==> src/rtl/be_lsu_align.sv <==
module be_lsu_align #(
  parameter int AW     = 32,
  parameter int DISP_W = 16
) (
  input  logic [AW-1:0]     base_addr,
  input  logic [DISP_W-1:0] disp,
  input  logic [1:0]        acc_size,
  input  logic              ld_unsigned,
  input  logic [31:0]       st_data,
  input  logic [31:0]       rd_word,
  output logic [AW-1:0]     eff_addr,
  output logic [31:0]       wr_data,
  output logic [3:0]        byte_en,
  output logic [31:0]       ld_result,
  output logic              misalign
);
  localparam int EXT_W = AW - DISP_W;

  logic [1:0] off;
  logic       sz_byte, sz_half, sz_word;
  logic [7:0] sel_b;
  logic [15:0] sel_h;
  logic [3:0] en_raw;

  assign eff_addr = base_addr + {{EXT_W{disp[DISP_W-1]}}, disp};
  assign off      = eff_addr[1:0];

  assign sz_byte = (acc_size == 2'b00);
  assign sz_half = (acc_size == 2'b01);
  assign sz_word = acc_size[1];

  assign misalign = (sz_half & off[0]) | (sz_word & (|off));

  always_comb begin
    case (off)
      2'd0:    sel_b = rd_word[31:24];
      2'd1:    sel_b = rd_word[23:16];
      2'd2:    sel_b = rd_word[15:8];
      default: sel_b = rd_word[7:0];
    endcase
  end

  assign sel_h = off[1] ? rd_word[15:0] : rd_word[31:16];

  always_comb begin
    if (sz_byte)
      ld_result = {{24{~ld_unsigned & sel_b[7]}}, sel_b};
    else if (sz_half)
      ld_result = {{16{~ld_unsigned & sel_h[15]}}, sel_h};
    else
      ld_result = rd_word;
  end

  always_comb begin
    if (sz_byte)      en_raw = 4'b1000 >> off;
    else if (sz_half) en_raw = off[1] ? 4'b0011 : 4'b1100;
    else              en_raw = 4'b1111;
  end

  assign byte_en = misalign ? 4'b0000 : en_raw;

  assign wr_data = sz_byte ? {4{st_data[7:0]}} :
                   sz_half ? {2{st_data[15:0]}} : st_data;

  always_comb begin

    if (misalign) begin
      misalign_no_write_chk: assert (byte_en == 4'b0000);
    end

    if (sz_byte) begin
      byte_onehot_chk: assert ($countones(byte_en) == 1 && !misalign);
    end

    if (sz_word && off == 2'b00) begin
      word_full_chk: assert (byte_en == 4'b1111 && wr_data == st_data);
    end

    if (ld_unsigned && sz_byte) begin
      ubyte_zero_chk: assert (ld_result[31:8] == 24'h0);
    end

    if (!ld_unsigned && sz_half) begin
      shalf_sign_chk: assert (ld_result[31:16] == {16{ld_result[15]}});
    end

    if (sz_word) begin
      word_pass_chk: assert (ld_result == rd_word);
    end
  end
endmodule

==> config.mk <==
export PLATFORM = sky130hd
export DESIGN_NAME = be_lsu_align
export DESIGN_NICKNAME = d
export VERILOG_FILES = /design/src/rtl/be_lsu_align.sv
export SDC_FILE = /design/constraint.sdc
export NUM_CORES = 1
export LEC_CHECK = 0
export ABC_AREA = 0
export BUFFER_PORTS_ARGS = -buffer_cell sky130_fd_sc_hd__buf_2
export CORE_MARGIN = 10
export CORE_UTILIZATION = 39
export DETAILED_ROUTE_END_ITERATION = 16
export PLACE_DENSITY = 0.85
export RECOVER_POWER = 100
export SETUP_SLACK_MARGIN = 0.02
export SYNTH_ARGS = -nofsm -noshare
export SYNTH_HDL_FRONTEND = slang
export SYNTH_SLANG_ARGS = --single-unit
==> constraint.sdc <==
create_clock -name vclk -period 3.27
set_clock_uncertainty 0.15 [all_clocks]
set_input_delay 0.654 -clock vclk [all_inputs]
set_output_delay 0.654 -clock vclk [all_outputs]
set_load 0.05 [all_outputs]
==> flow_summary_export.csv <==
group,metric,value,unit
sta,max_freq,0.249,GHz
outcome,status,"finished, violations left",
cells_and_area,finalNonFillerCells,865,
synthesis,netlist_instances,434,
placement,place.gp.congestion,0.932,
setup_path,critPathKind,"primary input to output pin",
power_and_ir_drop,internal-power,1.01,mW
cells_and_area,nets,909,
synthesis,syn_avg_cell_area,6.97,µm²
cells_and_area,seq_area,0,µm²
setup_path,crit_fanout,3,
placement,placed_cell_area,5710,µm²
cells_and_area,area_growth,133,%
outcome,violations,"negative setup slack",
floorplanning,initial_core_util,0.395,
power_and_ir_drop,p_sw_frac,0.602,
global_route,gr-total-overflow,0,
power_and_ir_drop,power_frac_clock,0,
setup_path,cp-end-kind,"output pin",
sta,slew_violations,0,
placement,dp_cells,838,
synthesis,synth_area_leaders,"ha_1, nand2_1, a21o_1, xnor2_1, mux4_2",
floorplanning,io_pins,216,
route,drt_iter0_drc,610,
route,dr.pass1.iters,6,
cells_and_area,nClkBuffers,0,
floorplanning,die-height,108,µm
power_and_ir_drop,p_switching,1.52,mW
sta,slew_headroom,0.337,
sta,fin_hold_ws,1.55,ns
cells_and_area,seq_cells,0,
synthesis,synth.most_common_cell,"nand2_1",
route,drt_wl_total,27600,µm
sta,setup_violations,60,
global_route,grtUsageTotal,0.298,
sta,period_share,1.23,
power_and_ir_drop,peakVddDrop,0.329,mV
route,drt-wirelength-per-cell,31.9,µm
synthesis,yosysSeqAreaShare,0,
power_and_ir_drop,p_per_area,360,nW/µm²
sta,fin_ws,-0.750,ns
power_and_ir_drop,p_seq_frac,0,
placement,place_hpwl,13900,µm
sta,fin_crit,4.02,ns
cells_and_area,postLayoutCellArea,7030,µm²
synthesis,syn_area,3020,µm²
sta,hold_violations,0,
route,antenna_left,0,
global_route,grt_first_pass_wirelength,28800,µm
floorplanning,core_area,7650,µm²
route,drc,0,
clocking,cts_hold_buf,0,
floorplanning,rows,32,
setup_path,required,2.47,ns
sta,rsz0062_at_grt,"true",
synthesis,synth_top_cell_area_share,0.128,
synthesis,yosysWarnings,0,
power_and_ir_drop,p_leak,3.24,nW
global_route,antenna_found_initial,3,
global_route,grt_pass1_vias,5407,
power_and_ir_drop,power_frac_comb,1.000,
hold_path,hold_class,"primary input to output pin",
synthesis,synthTopCellsByCount,"nand2_1, nor2_1, a21oi_1, ha_1, a21o_1",
synthesis,yosys.area.top_type,"ha_1",
synthesis,synth.distinct_cells,62,
setup_path,arrival,3.22,ns
route,viasPerCell,6.90,
route,vias,5971,
floorplanning,die-area,11700,µm²
global_route,grt_max_degree,45,
cells_and_area,fill_cells,283,
cells_and_area,final_layout_size_suffix_gt1_frac,0.686,
placement,port_buffers,216,
run,cap_viol_max_count,0,
setup_path,start_kind,"primary input",
synthesis,syn-num-nets,581,
floorplanning,die_w,108,µm
sta,worstMarginPinSlew,0.995,ns
[critical path, cell delays in order]
cell and delay [ns]:
buf_8 0.12, ha_4 0.16, inv_2 0.04, fa_2 0.22, nor2b_4 0.05, o311a_1 0.31
o21a_1 0.22, a211oi_4 0.41, buf_4 0.19, buf_6 0.13, o21ai_4 0.08, mux2i_1 0.16
nand4b_1 0.25, buf_6 0.20
[cell usage in the layout, fill, tap and decap left out, drive strengths merged, types with 5 or more instances in the layout]
cell type and count:
ha 31, inv 13, o21ai 26, buf 320, a21oi 33, clkbuf 41, o22ai 7, nor2b 12
a221o 7, a22o 7, a21o 28, mux2i 12, o21a 9, and2 5, mux2 9, mux4 7
nor3 6, a211oi 9, nor2 33, nand3 10, nand2 57, xor2 5, xnor2 20
[worst paths after layout]
| kind | startpoint | to | slack [ns] | depth (start not counted) |
|---|---|---|---|---|
| setup / recovery | disp[0] | eff_addr[28] | -0.75 | 14 |
| hold / removal | rd_word[31] | ld_result[31] | 1.55 | 3 |
[metal layers]
metal / part of all wire / wire, µm / up-vias / GRT usage
li1: - / - / 2267 / -
met1: 0.30 / 8370 / 2712 / 0.300
met2: 0.45 / 12400 / 687 / 0.567
met3: 0.13 / 3590 / 305 / 0.0601
met4: 0.12 / 3210 / 0 / 0.147
met5: 0 / 0 / - / 0
[power groups by stage]
stage / sequential (mW) / combinational, mW / clock, mW
2_1_floorplan: 0 / 1.33 / 0
3_3_place_gp: 0 / 1.88 / 0
3_5_place_dp: 0 / 1.91 / 0
4_1_cts: 0 / 2.16 / 0
5_1_grt: 0 / 2.59 / 0.000000124
6_report: 0 / 2.53 / 0.000000124
[stage by stage]
stage	TNS (ns)	util	total power [mW]	worst slack [ns]
6_report	-19.65	0.919	2.53	-0.750
5_1_grt	-23.31	0.919	2.59	-0.797
4_1_cts	-11.91	0.839	2.16	-0.528
3_5_place_dp	-21.55	0.747	1.91	-0.693
3_3_place_gp	-17.35	0.747	1.88	-0.641
2_1_floorplan	-6.78	-	1.33	-0.374
[timing repair]
item	4_1_cts	5_1_grt
gates resized for setup	162	117
gates cloned	0	0
pin swaps	33	44
setup buffers	15	18
endpoints found under the setup margin	58	60
[layout make-up]
class	instances	area (µm²)	share of cell area
timing repair buffer	361	2710	0.386
inverter	13	48.8	0.00694
tap	102	128	0.0182
multi-input combinational	386	4130	0.588
antenna	3	7.51	0.00107
[cells by family after synthesis]
group | count (synthesis) | synth area share
XOR/XNOR | 25 | 0.0724
adder cells (fa/ha/maj) | 32 | 0.135
AO/OA/AOI/OAI | 153 | 0.361
multiplexers | 28 | 0.125
buffers and inverters | 48 | 0.0695
AND/OR/NAND/NOR | 148 | 0.236
No activity file was read; power rests on OpenSTA's default activity.
